File: src/rtl/exc_seq_pkg.sv
// Shared constants for the exception sequencer: event order, status field
// positions and the per-event vector and link register tables.
package exc_seq_pkg;
    localparam int NEV = 6;
    localparam int EVW = $clog2(NEV);
    localparam int SW  = 32;
    localparam int RW  = 5;

    // Event index equals priority rank (0 = highest).
    localparam int EV_RST  = 0;
    localparam int EV_HW   = 1;
    localparam int EV_NMI  = 2;
    localparam int EV_BRK  = 3;
    localparam int EV_IRQ  = 4;
    localparam int EV_TRAP = 5;

    // Status word bit positions.
    localparam int SB_IE    = 1;
    localparam int SB_BIP   = 3;
    localparam int SB_EIP   = 9;
    localparam int SB_PRIV  = 11;
    localparam int SB_PPRIV = 12;

    typedef logic [NEV-1:0] ev_vec_t;
    typedef logic [EVW-1:0] ev_idx_t;

    // Vector address for a taken event.
    function automatic logic [31:0] vec_addr(input ev_idx_t idx);
        case (idx)
            ev_idx_t'(EV_HW):   return 32'h0000_0020;
            ev_idx_t'(EV_NMI):  return 32'h0000_0018;
            ev_idx_t'(EV_BRK):  return 32'h0000_0018;
            ev_idx_t'(EV_IRQ):  return 32'h0000_0010;
            ev_idx_t'(EV_TRAP): return 32'h0000_0008;
            default:            return 32'h0000_0000;
        endcase
    endfunction

    // Link register index for a taken event (0 = no write).
    function automatic logic [RW-1:0] link_reg(input ev_idx_t idx);
        case (idx)
            ev_idx_t'(EV_HW):   return RW'(17);
            ev_idx_t'(EV_NMI):  return RW'(16);
            ev_idx_t'(EV_BRK):  return RW'(16);
            ev_idx_t'(EV_IRQ):  return RW'(14);
            ev_idx_t'(EV_TRAP): return RW'(15);
            default:            return RW'(0);
        endcase
    endfunction
endpackage

File: src/rtl/exc_rst_qual.sv
// Reset request qualifier: fires on the HOLD-th and later consecutive cycles
// that the request is high. Assumes the request is synchronous to clk.
module exc_rst_qual #(
    parameter int unsigned HOLD = 16
) (
    input  logic clk,
    input  logic rst_n,
    input  logic req,
    output logic fire
);
    localparam int unsigned CW = $clog2(HOLD + 1);
    localparam logic [CW-1:0] LAST = CW'(HOLD - 1);

    logic [CW-1:0] run_q;

    // Combinational qualification of the current sample.
    assign fire = req && (run_q >= LAST);

    // Count consecutive high samples, saturating at HOLD-1.
    always_ff @(posedge clk) begin
        if (!rst_n)
            run_q <= '0;
        else if (!req)
            run_q <= '0;
        else if (run_q < LAST)
            run_q <= run_q + CW'(1);
    end
endmodule

File: src/rtl/exc_pri_sel.sv
// Fixed-priority selector: bit 0 wins. Produces a one-hot grant, a flag that
// any request won, and the binary index of the winner.
module exc_pri_sel #(
    parameter int unsigned N  = 6,
    parameter int unsigned IW = 3
) (
    input  logic [N-1:0]  req,
    output logic [N-1:0]  gnt,
    output logic          any,
    output logic [IW-1:0] idx
);
    logic [N:0] blk;

    assign blk[0] = 1'b0;

    for (genvar i = 0; i < N; i++) begin : g_chain
        assign gnt[i]   = req[i] & ~blk[i];
        assign blk[i+1] = blk[i] | req[i];
    end

    assign any = blk[N];

    // Encode the one-hot grant to an index.
    always_comb begin
        idx = '0;
        for (int i = 0; i < int'(N); i++)
            if (gnt[i]) idx = IW'(i);
    end
endmodule

File: src/rtl/exc_status_reg.sv
// Machine status word: loads the reset value on a qualified reset, applies
// entry side effects for the granted event, or applies return side effects.
// Assumes take and ret_any are never both high (the top guarantees it).
module exc_status_reg
    import exc_seq_pkg::*;
#(
    parameter logic [SW-1:0] RESET_STATUS = 32'h0000_0800
) (
    input  logic          clk,
    input  logic          rst_n,
    input  ev_vec_t       gnt,
    input  logic          take,
    input  logic          ret_any,
    input  logic          ret_int,
    input  logic          ret_brk,
    input  logic          ret_exc,
    output logic [SW-1:0] status
);
    logic [SW-1:0] nxt;

    // Next status word from the granted event or return strobes.
    always_comb begin
        nxt = status;
        if (gnt[EV_RST]) begin
            nxt = RESET_STATUS;
        end else if (take) begin
            nxt[SB_PPRIV] = status[SB_PRIV];
            nxt[SB_PRIV]  = 1'b1;
            if (gnt[EV_HW])                nxt[SB_EIP] = 1'b1;
            if (gnt[EV_NMI] | gnt[EV_BRK]) nxt[SB_BIP] = 1'b1;
            if (gnt[EV_IRQ])               nxt[SB_IE]  = 1'b0;
        end else if (ret_any) begin
            nxt[SB_PRIV] = status[SB_PPRIV];
            if (ret_int) nxt[SB_IE]  = 1'b1;
            if (ret_brk) nxt[SB_BIP] = 1'b0;
            if (ret_exc) nxt[SB_EIP] = 1'b0;
        end
    end

    // Status register update.
    always_ff @(posedge clk) begin
        if (!rst_n) status <= RESET_STATUS;
        else        status <= nxt;
    end
endmodule

File: src/rtl/exc_sequencer.sv
// Exception and interrupt entry sequencer. Gates each event source by the
// status word, picks the highest-priority eligible one, and registers the
// redirect, link write, decode kill and status update. Assumes requests are
// level-held and at most one return strobe arrives per cycle.
module exc_sequencer
    import exc_seq_pkg::*;
#(
    parameter int unsigned   AW           = 32,
    parameter int unsigned   RST_HOLD     = 16,
    parameter logic [SW-1:0] RESET_STATUS = 32'h0000_0800
) (
    input  logic          clk,
    input  logic          rst_n,
    input  logic          core_rst_req,
    input  logic          hw_exc_req,
    input  logic          nmi_brk_req,
    input  logic          brk_req,
    input  logic          irq_req,
    input  logic          trap_req,
    input  logic [AW-1:0] ex_pc,
    input  logic [AW-1:0] id_pc,
    input  logic          ret_int,
    input  logic          ret_brk,
    input  logic          ret_exc,
    input  logic [AW-1:0] ret_target,
    output logic          redir_valid,
    output logic [AW-1:0] redir_addr,
    output logic          kill_id,
    output logic          rf_we,
    output logic [RW-1:0] rf_waddr,
    output logic [AW-1:0] rf_wdata,
    output logic          aux_clr,
    output logic [SW-1:0] status
);
    logic    rst_fire;
    ev_vec_t elig;
    ev_vec_t gnt;
    logic    take;
    ev_idx_t win;
    logic    ret_any;
    logic    st_ie, st_bip, st_eip;

    exc_rst_qual #(.HOLD(RST_HOLD)) u_rstq (
        .clk   (clk),
        .rst_n (rst_n),
        .req   (core_rst_req),
        .fire  (rst_fire)
    );

    assign st_ie  = status[SB_IE];
    assign st_bip = status[SB_BIP];
    assign st_eip = status[SB_EIP];

    // Eligibility of each source under the current status word.
    always_comb begin
        elig          = '0;
        elig[EV_RST]  = rst_fire;
        elig[EV_HW]   = hw_exc_req;
        elig[EV_NMI]  = nmi_brk_req;
        elig[EV_BRK]  = brk_req & ~st_bip;
        elig[EV_IRQ]  = irq_req & st_ie & ~st_bip & ~st_eip;
        elig[EV_TRAP] = trap_req;
    end

    exc_pri_sel #(.N(NEV), .IW(EVW)) u_sel (
        .req (elig),
        .gnt (gnt),
        .any (take),
        .idx (win)
    );

    assign ret_any = ~take & (ret_int | ret_brk | ret_exc);

    exc_status_reg #(.RESET_STATUS(RESET_STATUS)) u_st (
        .clk     (clk),
        .rst_n   (rst_n),
        .gnt     (gnt),
        .take    (take),
        .ret_any (ret_any),
        .ret_int (ret_int),
        .ret_brk (ret_brk),
        .ret_exc (ret_exc),
        .status  (status)
    );

    // Registered redirect, link write, kill and clear pulses.
    always_ff @(posedge clk) begin
        if (!rst_n) begin
            redir_valid <= 1'b0;
            redir_addr  <= '0;
            kill_id     <= 1'b0;
            rf_we       <= 1'b0;
            rf_waddr    <= '0;
            rf_wdata    <= '0;
            aux_clr     <= 1'b0;
        end else begin
            redir_valid <= take | ret_any;
            redir_addr  <= take ? AW'(vec_addr(win)) : (ret_any ? ret_target : '0);
            kill_id     <= take;
            rf_we       <= take & ~gnt[EV_RST];
            rf_waddr    <= (take & ~gnt[EV_RST]) ? link_reg(win) : '0;
            if (gnt[EV_HW] | gnt[EV_TRAP])
                rf_wdata <= ex_pc;
            else if (gnt[EV_NMI] | gnt[EV_BRK] | gnt[EV_IRQ])
                rf_wdata <= id_pc;
            else
                rf_wdata <= '0;
            aux_clr     <= gnt[EV_RST];
        end
    end
endmodule

File: config.mk
export PLATFORM = sky130hd
export DESIGN_NAME = exc_sequencer
export DESIGN_NICKNAME = d
export VERILOG_FILES = /design/src/rtl/exc_seq_pkg.sv /design/src/rtl/exc_rst_qual.sv /design/src/rtl/exc_pri_sel.sv /design/src/rtl/exc_status_reg.sv /design/src/rtl/exc_sequencer.sv
export SDC_FILE = /design/constraint.sdc
export NUM_CORES = 1
export LEC_CHECK = 0
export ABC_CLOCK_PERIOD_IN_PS = 2500
export BUFFER_PORTS_ARGS = -buffer_cell sky130_fd_sc_hd__buf_2
export CAP_MARGIN = 0
export CORE_MARGIN = 2
export CORE_UTILIZATION = 42
export CTS_BUF_LIST = sky130_fd_sc_hd__clkbuf_4 sky130_fd_sc_hd__clkbuf_8
export CTS_CLUSTER_DIAMETER = 150
export DETAILED_ROUTE_END_ITERATION = 10
export PLACE_DENSITY = 0.91
export SYNTH_ARGS = -nofsm -noshare
export SYNTH_HDL_FRONTEND = slang
export SYNTH_SLANG_ARGS = --single-unit
File: constraint.sdc
create_clock -name clk -period 2.5 [get_ports clk]
set_input_delay 0.375 -clock clk [delete_from_list [all_inputs] [get_ports clk]]
set_output_delay 0.375 -clock clk [all_outputs]
set_load 0.03 [all_outputs]
==> impl_summary.md, run 1 <==
Run status
The run finished with clean final reports.

Logic synthesis
The number of unique standard cell types used by synthesis is 44. Yosys printed 0 warnings. The synthesized netlist devotes 0.3019% of its cell area to XOR and XNOR gates. The commonest cells after synthesis are dfxtp_1 (81), a22o_1 (32), and2_1 (29), buf_4 (29), nor2_1 (12). The number of standard cells after synthesis is 258. The area share of the leading cell type in the synthesized netlist is 55.89%. After synthesis, the cell types taking the most area are dfxtp_1 (56%), a22o_1 (9.7%), buf_4 (7.5%). The simple logic cell fraction of the synthesized area is 16.26%. Among all cell types in the netlist, the one instantiated most often is dfxtp_1. The synthesized-area fraction occupied by ao, oa, aoi and oai cells is 15.87%. The mux contribution to synthesized area is 0%.

The share of the Yosys chip area taken by registers is 55.89%. A synthesized cell averages 11.25 µm². Counting flops with a built-in enable in the synthesized netlist gives 0. Summing the areas of all fa, ha and maj instances in the mapped netlist gives 0.8624% of the synthesized area. Synthesis inferred 81 register bits.

The predominant post-synthesis flop cell is dfxtp_1. In this run the cell area of the synthesized design comes to 2902 µm². After synthesis, the largest family of logic cells by area is simple AND/OR/NAND/NOR gates. Summed over all instances, the cell type with the most area after synthesis is dfxtp_1. The fraction of registers with async set/reset is 0%.

Clocking
The TritonCTS clock tree is done. CTS saw 81 sinks. The maximum buffer depth of the clock tree is 2. The number of clock buffers added by TritonCTS is 9. After clock tree synthesis, the repair step resized 0 gates. At the later pin of the worst-skew pair, clock insertion delay measures 0.34 ns. The tree is rooted in a clkbuf_8. Clock-pin slew was measured on the worst setup and hold paths at 0.09 ns. The maximum level of the CTS H-tree is 3. The number of hold buffers added after CTS was 0. The post-CTS setup-driven buffer insertion count is 0.

Route
The highest layer touched by signal routing is met4. The count of nets left with antenna violations once routing finished came out at 0. The first detailed-routing pass took 4 iterations.

The number of DRC violations after detailed-routing iteration 0 is 54. The number of remaining DRC errors is 0. In the routed layout, each cell is associated on average with a via count of 4.765.

In the detailed route, the total length drawn on met2 is 3721 µm. The met1 wire length is 2603 µm. After detailed routing, the met3 layer carries 702 µm of wire. For this block, the via count after detailed routing is 2516. The mean routed wirelength per cell is 13.63 µm. The final wirelength is 7199 µm.

Critical path
The worst-path cell with the longest stage delay is dfxtp_1. The critical path goes through ha_1 -> and3_1 -> ha_1 -> or3_1 -> o22ai_1 -> and2_0 -> a21boi_0. The worst path required time is 2.70 ns.

The top fanout value on the critical path is 7. The start-to-end type of the worst setup path is register to register. The critical path data arrival time is 2.40 ns. The worst setup path is launched from a register. On the worst path, the slowest cell contributes a delay of 0.39 ns.

The worst setup path is captured at a register. Counting stages on the worst path, the most repeated cell is ha_1.

Final layout
The area added between synthesis and finish is 36.27%. In the final layout, the multi-input gates occupy 1067 µm². The share of final-layout standard cells stronger than drive strength 1 is 47.54%.

At the end of the flow, the number of nets in the layout was 552. The filler cell count in the final layout is 587. The footprint of the flip-flops and latches is 1622 µm².

0 antenna diodes ended up in the layout. The share of the core filled with cells is 58.52%.

Global route
The initial antenna violation count is 0. The first-pass GRT wire length is 10380 µm. The via count of the first global-routing pass is 2244. Across every metal layer, demand over resource in global routing totals 17.51%. After global routing the overflow that remains totals 0. Entering global routing, the biggest net connects 34 pins.

Placed design
The post-DP HPWL is 5647 µm. The number of buffers inserted by port buffering is 184. Routability-driven placement finished with a final weighted congestion of 0.8593.

Timing
The post-route clock skew is 0.009220 ns. In this run the tightest slew margin relative to its limit is 65.33%. Derived from the worst setup path, the maximum achievable clock frequency is 0.4541 GHz. For the final routed database, the setup TNS stands at 0 ns. The final hold violation count is 0. The period utilization is 88.08%. For the pin with the worst max-slew slack, the measured transition is 0.5161 ns. Setup violations remaining at the end of the flow were counted as 0. The worst path needs 2.202 ns of the cycle, external delays included. The total count of max-transition violations in the final report is 0. Setup repair after global routing left no endpoint under its margin.

Pwr
Summed over all cells, the static leakage comes to 2.066 nW. The largest vdd supply drop is 0.0004114 V. The power density over the cells is 743.2 nW/µm².

Floorplan
The number of standard-cell rows in the floorplan is 30. The chip height is 87.12 µm. The floorplan die area is 7589 µm². The count of pins on the block boundary is 212. The placeable core area is 6756 µm². The x dimension of the die is 87.12 µm.

The initial utilization of the core area, before any placement, comes to 42.94%.

Min path
The min-delay analysis places its worst path in the category input port to register.

Run
Max-cap violations in this run came to 0.
==> cells by family (layout without fill, tap and decap cells) <==
group | Yosys count | after routing
adders and majority gates | 2 | 2
xor gates and xnor gates | 1 | 1
other | 1 | 27
buffers and inverters | 42 | 206
and+or+nand+nor | 76 | 76
AOI/OAI and AO/OA | 55 | 55
DFF | 81 | 81
==> flip-flops by register name, summed over array words and instances, names as in the netlist <==
signal	count
redir_addr	32
rf_wdata	32
u_rstq.run_q	5
u_st.status	5
rf_waddr	3
aux_clr	1
kill_id	1
redir_valid	1
rf_we	1
==> worst max-delay path, delay by kind of cell, from the launching register on <==
family                   cells  cell delay (ns)
AO/OA/AOI/OAI                2             0.42
adder cells (fa/ha/maj)      2             0.43
flip-flops                   1             0.39
AND/OR/NAND/NOR              3             0.81
==> power breakdown <==
group          switching (mW)  internal (mW)
logic                   0.358          0.183
clock network           0.491          0.503
registers              0.0306           1.37
==> cells in the final DEF, fill, tap and decap left out, types with 2 or more instances in the layout <==
| cell | count |
|---|---|
| o21ai_0 | 3 |
| nor2b_1 | 3 |
| buf_4 | 3 |
| nand2_1 | 8 |
| inv_1 | 3 |
| nand3b_1 | 2 |
| clkbuf_8 | 10 |
| ha_1 | 2 |
| nor3_1 | 5 |
| a31oi_2 | 2 |
| conb_1 | 27 |
| or3_1 | 2 |
| dfxtp_1 | 81 |
| inv_6 | 2 |
| a41oi_1 | 2 |
| a211oi_1 | 2 |
| nand4_1 | 2 |
| buf_2 | 184 |
| and2_1 | 29 |
| nor2_2 | 2 |
| a21oi_1 | 5 |
| nor2_1 | 12 |
| a22o_1 | 32 |
==> worst paths after layout <==
| kind | startpoint | to | slack (ns) | cells past startpoint |
|---|---|---|---|---|
| max reg2reg | u_rstq.run_q[0] | redir_valid | 0.30 | 7 |
| min reg2reg | u_st.status[11] | u_st.status[12] | 0.49 | 2 |
| max | u_rstq.run_q[0] | redir_valid | 0.30 | 7 |
| min | ret_target[11] | redir_addr[11] | 0.23 | 2 |
==> final cells by class <==
| class | instances | share of cell area, % |
|---|---|---|
| Multi-Input combinational cell | 161 | 26.99 |
| Timing Repair Buffer | 187 | 23.86 |
| Clock buffer | 10 | 3.481 |
| Inverter | 3 | 0.2848 |
| Clock inverter | 6 | 1.835 |
| Sequential cell | 81 | 41.01 |
| Tap cell | 80 | 2.532 |
==> metrics by stage <==
stage	setup WS (ns)	hold slack [ns]	instances	power, mW	area [µm²]
floorplan	0.5648	0.4902	284	1.822	2999
global placement	0.4507	0.4676	512	1.966	3744
detailed placement	0.3568	0.4924	512	1.977	3744
CTS	0.3171	0.2066	528	2.975	3954
global route	0.09818	0.2020	528	3.073	3954
finish	0.2980	0.2260	528	2.938	3954
==> per-layer routing <==
metal	vias to the layer above	global-route usage [%]
li1	1218	-
met5	-	0
met1	1148	18.24
met3	17	6.730
met4	0	7.692
met2	133	31.16
Power figures use the tool's default switching activity.
==> run 2: changes to the inputs <==
- ABC_CLOCK_PERIOD_IN_PS: 2500 -> 2300
- clock period: 2.5 -> 2.3 ns (I/O delays scaled with it)
==> run 2 against run 1 <==
  * Wire length grew 1.3%
  * Hold slack got worse by 0.036 ns
  * First-iteration DRC count rose by 43%
  * Core utilization rose by 0.22 points
  * Cell count is the same
  * Die area unchanged
  * Clock skew increased by 0.0025 ns
  * Clock power up 8%
  * Critical path depth increased by 1
  * Worst setup slack got worse by 0.14 ns
  * Critical endpoint is now redir_addr[9]
  * Largest cell class unchanged
==> impl_summary.md, run 2 (synthesized netlist as in run 1, its figures left out) <==
Run status
The run finished with clean final reports.

Route
The detail-routed via count per cell came to 4.814 (+1.0%). The iteration count of the initial detailed-routing pass is 4 (unchanged). The final wirelength is 7291 µm (+1.3%). The mean routed wirelength per cell is 13.81 µm (+1.3%). The number of remaining DRC errors is 0 (unchanged).

The number of DRC violations after detailed-routing iteration 0 is 77 (+43%). The total via count after detailed routing came to 2542 (+1.0%). The number of antenna-violating nets in the routed design is 0 (unchanged).

Global route
The first-pass GRT wire length is 10430 µm (+0.39%). The via count of the first global-routing pass is 2370 (+5.6%). The overall global routing resource usage is 18.01% (+0.49 points).

The remaining global-route overflow was 0 (unchanged). The largest net degree at the start of global routing is 34 (unchanged). The initial antenna violation count came to 0 (unchanged).

Run
The number of violations of the max-capacitance limit is 0 (unchanged).

Critical path
Following the worst setup path forward leads to its endpoint at redir_addr[9]. The launch point of the worst reg-to-reg path is u_rstq.run_q[0]. The top fanout value on the critical path came to 29 (+22). STA classifies the critical path startpoint as a register.

The critical path data arrival time was 2.42 ns (+0.02 ns). The number of cells traversed by the worst register-to-register path is 8 (+1). The worst path required time is 2.58 ns (-0.12 ns). In this run the worst setup path begins at u_rstq.run_q[0]. The critical path is of the register to register type.

The minimum setup slack among reg-to-reg paths is 0.16 ns (-0.14 ns). The endpoint identified for the worst register-to-register timing path is redir_addr[9]. STA classifies the critical path endpoint as a register.

Timing
The post-route clock skew came to 0.01169 ns (+0.002469 ns). The worst-case headroom to the max-slew limit is 66.83% (+1.5 points). The aggregate negative setup slack was 0 ns (unchanged). The maximum clock frequency was 0.4672 GHz (+2.9%). The time the final worst path needs with I/O delays and setup is 2.141 ns (-0.06144 ns). The period utilization is 93.07% (+5.0 points). The total count of max-transition violations in the final report is 0 (unchanged). The smallest hold slack is 0.1904 ns (-0.03562 ns). Setup repair after global routing left no endpoint under its margin.

The number of setup violations in the final report came to 0 (unchanged). The final hold violation count is 0 (unchanged). The slew at the pin with the worst max-slew slack is 0.4937 ns (-0.02233 ns). The worst-case setup margin in the final layout is 0.1594 ns (-0.1386 ns).

Placed design
The count of placed standard cells including taps is 512 (unchanged). The final weighted congestion of routability-driven global placement was 0.8158 (-5.1%). The setup slack at placement is 0.1499 ns (-0.2069 ns).

The number of buffers inserted by port buffering is 184 (unchanged). The post-DP HPWL is 5664 µm (+0.30%). The placed instance area is 3756 µm² (+0.33%).

Final layout
The final net count is 552 (unchanged). The final standard cell count with taps included and fillers excluded is 528 (unchanged). The filler cell count in the final layout is 575 (-2.0%). The count of inserted antenna diode cells is 0 (unchanged). The final standard cell area without fillers was 3969 µm² (+0.38%). The largest registers in the layout are redir_addr (32), rf_wdata (32). The area added between synthesis and finish is 36.78%. The share of the core filled with cells came to 58.74% (+0.22 points). The share of final-layout standard cells stronger than drive strength 1 is 47.77% (+0.22 points).

Leaving out fill and tap cells, the most frequent cell in the layout is buf_2. In the layout the commonest cells are buf_2 (184), dfxtp_1 (81), a22o_1 (32), and2_1 (30), conb_1 (27).

Clocking
The TritonCTS clock tree is done. The number of clock sinks seen by CTS is 81 (unchanged). The maximum buffer depth of the clock tree is 2 (unchanged). The number of clock buffers inserted by TritonCTS is 9 (unchanged). The tree is rooted in a clkbuf_8. The clock edge transition at the registers on the reported setup and hold paths is 0.09 ns (about the same). The insertion delay to the later sink of the worst-skew pair is 0.34 ns (about the same).

The maximum level of the CTS H-tree is 3 (unchanged). The post-CTS setup-driven buffer insertion count is 0 (unchanged).

Floorplan
The initial cell density of the core was 42.94% (unchanged). The count of pins on the block boundary is 212 (unchanged). The floorplan die area is 7589 µm² (unchanged). The number of standard-cell rows in the floorplan is 30 (unchanged). The placeable core area is 6756 µm² (unchanged).

The x dimension of the die is 87.12 µm (unchanged). The chip height is 87.12 µm (unchanged).

Min path
The worst min-delay path class is input port to register.

Pwr
The power density over the cells is 803.4 nW/µm² (+8.1%). The leakage power total is 2.074 nW (+0.36%). The largest vdd supply drop is 0.0003510 V (-15%). The final total power came to 3.188 mW (+8.5%).
run 2: cell count changes in the layout (fill, tap and decap cells not counted):
cell / delta
clkbuf_4: +1
and2_0: -1
o22ai_2: +1
buf_4: -1
buf_12: +1
inv_8: -1
and2_1: +1
o22ai_1: -1
run 2: worst min path at each step:
stage | slack (ns) | startpoint | to | depth (start not counted)
global route | 0.17 | ret_target[21] | redir_addr[21] | 2
finish | 0.19 | ret_target[27] | redir_addr[27] | 2
detailed placement | 0.48 | u_st.status[11] | u_st.status[12] | 2
global placement | 0.47 | u_st.status[11] | u_st.status[12] | 2
CTS | 0.17 | ret_target[15] | redir_addr[15] | 2
floorplan | 0.46 | ret_exc | u_st.status[9] | 1
run 2: where the power goes:
part,switching [mW],internal [mW],total (mW)
combinational,0.390,0.204,0.594
sequential,0.0336,1.49,1.53
clock,0.517,0.552,1.07
total,0.941,2.25,3.19
run 2: per-layer routing:
metal	GRT usage [%]	vias up	wire [µm]
li1	-	1217	-
met3	5.024	9	667
met2	34.21	139	3905
met4	8.392	0	115
met1	17.88	1177	2602
met5	0	-	0
run 2: critical path, cell delays in order (launching register included):
cell and delay, ns:
dfxtp_1 0.38, ha_1 0.24, and3_1 0.19, ha_1 0.19, nor2_2 0.21, a31oi_2 0.19
nor3b_2 0.23, buf_4 0.27, and2_1 0.17
run 2: layout make-up:
type                            instances  area (µm²)  share of cell area [%]
Inverter                                3       11.26                  0.2837
Multi-Input combinational cell        161        1074                   27.05
Sequential cell                        81        1622                   40.86
Tap cell                               80       100.1                   2.522
Timing Repair Buffer                  187       955.9                   24.09
Clock buffer                           11       145.1                   3.657
Clock inverter                          5       61.31                   1.545
run 2: repair_timing:
item | CTS | global route
hold endpoints to repair | 0 | 0
setup endpoints to repair | 0 | 2
hold buffers | 0 | 0
gates resized for setup | 0 | 2
==> run 3: changes to the inputs <==
--- a/config.mk
+++ b/config.mk
@@ -14,5 +14,5 @@
 export CTS_CLUSTER_DIAMETER = 150
 export DETAILED_ROUTE_END_ITERATION = 10
-export PLACE_DENSITY = 0.91
+export PLACE_DENSITY_LB_ADDON = 0.25
 export SYNTH_ARGS = -nofsm -noshare
 export SYNTH_HDL_FRONTEND = slang
==> constraint.sdc (replaced) <==
create_clock -name clk -period 2.3 [get_ports clk]
set_input_delay 0.23 -clock clk [delete_from_list [all_inputs] [get_ports clk]]
set_output_delay 0.23 -clock clk [all_outputs]
set_load 0.03 [all_outputs]
==> run 3 against run 2 <==
  * Combinational power grew 3%
  * Sequential cell count is the same
  * Wire length rose by 4.5%
  * Global-route usage grew 1.2 points
  * Fmax up 2.1%
  * Clock skew fell by 0.0039 ns
  * Power up 1.7%
  * Largest power group unchanged
  * Highest routed layer unchanged
==> impl_summary.md, run 3 (synthesized netlist as in run 1, its figures left out) <==
Run status
The flow ran to the end, and the final reports show no timing, DRC or antenna violations.

Final layout
Leaving out fill and tap cells, the most frequent cell in the layout is buf_2. The final standard cell count with taps included and fillers excluded was 534 (+1.1%). In the final layout, the registers with the most flip-flops are redir_addr (32), rf_wdata (32).

The area of the multi-input gates is 1079 µm² (+0.47%). The share of the core filled with cells is 59.69% (+0.94 points). The count of inserted antenna diode cells was 0 (unchanged). The top cell types in the final layout, fill and taps aside, are buf_2 (184), dfxtp_1 (81), a22o_1 (32), and2_1 (29), conb_1 (27). The share of final-layout standard cells stronger than drive strength 1 is 48.46% (+0.69 points). Compared with the post-synthesis result, the final layout area differs by 38.98%. The final net count came to 559 (+1.3%). The filler cell count in the final layout is 618 (+7.5%). The footprint of the flip-flops and latches came to 1622 µm² (unchanged).

Timing
The final hold violation count was 0 (unchanged). The post-route clock skew is 0.007746 ns (-0.003943 ns). The worst-case headroom to the max-slew limit was 49.22% (-18 points). The total count of max-transition violations in the final report came to 0 (unchanged). The slew at the pin with the worst max-slew slack was 0.7599 ns (+0.2662 ns). The period utilization is 91.18% (-1.9 points).

The number of setup violations in the final report is 0 (unchanged). Setup repair after global routing left no endpoint under its margin. The maximum clock frequency is 0.4769 GHz (+2.1%). The time the final worst path needs with I/O delays and setup is 2.097 ns (-0.04353 ns).

Floorplan
The floorplan die area is 7589 µm² (unchanged). The initial cell density of the core is 42.94% (unchanged). The chip height is 87.12 µm (unchanged). The placeable core area is 6756 µm² (unchanged). The x dimension of the die is 87.12 µm (unchanged). The count of pins on the block boundary is 212 (unchanged).

The number of standard-cell rows in the floorplan is 30 (unchanged).

Clocking
The maximum level of the CTS H-tree was 3 (unchanged). The number of clock buffers inserted by TritonCTS is 9 (unchanged). The insertion delay to the later sink of the worst-skew pair came to 0.35 ns (about the same). The clock root buffer is clkbuf_8. TritonCTS built the clock tree.

The post-CTS setup-driven buffer insertion count was 0 (unchanged). The number of clock sinks seen by CTS is 81 (unchanged). The cts-stage hold buffer count was 0 (unchanged).

The maximum buffer depth of the clock tree is 2 (unchanged). The clock edge transition at the registers on the reported setup and hold paths is 0.08 ns (about the same).

Global route
The remaining global-route overflow came to 0 (unchanged). The first-pass GRT wire length is 11020 µm (+5.7%). The initial antenna violation count came to 0 (unchanged). The overall global routing resource usage was 19.21% (+1.2 points). The via count of the first global-routing pass is 2255 (-4.9%). The largest net degree at the start of global routing was 33 (-2.9%).

Critical path
The startpoint identified for the worst register-to-register timing path is u_rstq.run_q[0]. The minimum setup slack among reg-to-reg paths is 0.20 ns (+0.04 ns). The top fanout value on the critical path is 32 (+10%). The worst-path cell with the longest stage delay is nor2_4.

The start-to-end type of the worst setup path is register to register. The largest delay contributor family on the critical path is simple AND/OR/NAND/NOR gates. The endpoint identified for the worst register-to-register timing path is rf_wdata[24].

The peak per-stage delay on the critical path is 0.60 ns (+0.22 ns). The critical path data arrival time is 2.39 ns (-0.03 ns). The element type at the critical path end is a register. The cell that appears most often on the critical path is ha_1.

The number of buffers and inverters on the critical path is 0 (-1). Walking the worst path, the cells encountered are ha_1 -> and3_1 -> ha_1 -> nor2_2 -> a31oi_2 -> nor2_4 -> a22o_1. The worst setup path is launched from a register. The number of cells traversed by the worst register-to-register path is 7 (-1).

The worst path required time is 2.59 ns (about the same).

Pwr
The power density over the cells came to 803.8 nW/µm² (about the same). The largest vdd supply drop is 0.0002811 V (-20%). The final total power is 3.241 mW (+1.7%). The leakage power total came to 2.106 nW (+1.5%).

Route
The iteration count of the initial detailed-routing pass is 4 (unchanged). The number of DRC violations after detailed-routing iteration 0 came to 40 (-48%). The number of antenna-violating nets in the routed design came to 0 (unchanged). The number of remaining DRC errors is 0 (unchanged). The detail-routed via count per cell is 4.620 (-4.0%).

The mean routed wirelength per cell is 14.26 µm (+3.3%). The total via count after detailed routing is 2467 (-3.0%). The final wirelength is 7617 µm (+4.5%).

Placed design
The count of placed standard cells including taps is 519 (+1.4%). The number of buffers inserted by port buffering is 184 (unchanged). The post-DP HPWL is 5861 µm (+3.5%). The final weighted congestion of routability-driven global placement is 0.7972 (-2.3%).

Min path
For hold timing, the worst endpoint is redir_addr[20]. The worst min-delay path class is input port to register. The worst hold path begins at ret_target[20]. The number of cells traversed by the worst hold path is 2 (unchanged).

Run
The number of violations of the max-capacitance limit is 0 (unchanged).
[run 3: layout make-up]
cell class              instances  share of cell area, %
flip-flops and latches         81                  40.21
clock inverters                 5                  2.017
clock buffers                  10                  3.258
well taps                      80                  2.482
multi-input cells             161                  26.75
repair buffers                194                  25.01
inverters                       3                 0.2792
[run 3: timing repair]
item,CTS,global route
pin swaps,0,0
setup endpoints to repair,32,1
gates resized for setup,1,1
gates cloned,0,0
[run 3: worst max path at each step]
stage,start,endpoint,slack [ns],cells after the start
2_1_floorplan,u_rstq.run_q[0],redir_valid,0.36,7
3_3_place_gp,u_rstq.run_q[0],rf_wdata[28],-0.07,7
3_5_place_dp,u_rstq.run_q[0],rf_wdata[24],-0.15,7
4_1_cts,u_rstq.run_q[0],redir_valid,0.17,7
5_1_grt,u_rstq.run_q[0],rf_wdata[24],0.06,7
6_report,u_rstq.run_q[0],rf_wdata[24],0.20,7
[run 3: routing by layer]
metal	global-route usage (%)	wire, µm
met1	20.11	2835
met2	34.91	3919
met3	7.204	719
met4	6.993	142
met5	0	0
[run 3: power by group]
group / total [mW] / leakage (nW) / internal (mW) / switching [mW]
Sequential: 1.52 / 0.667 / 1.49 / 0.0295
Combinational: 0.610 / 1.33 / 0.208 / 0.402
Clock: 1.11 / 0.106 / 0.617 / 0.493
Total: 3.24 / 2.11 / 2.32 / 0.924
[run 3: through the flow]
step,hold slack (ns),TNS (ns),worst slack [ns],area (µm²)
final,0.06987,0,0.2029,4033
after global routing,0.05330,0,0.06035,4033
after CTS,0.05005,0,0.1657,4026
after detailed placement,0.4328,-3.868,-0.1450,3809
after global placement,0.4282,-2.286,-0.07424,3809
after floorplan,0.3452,0,0.3648,2999
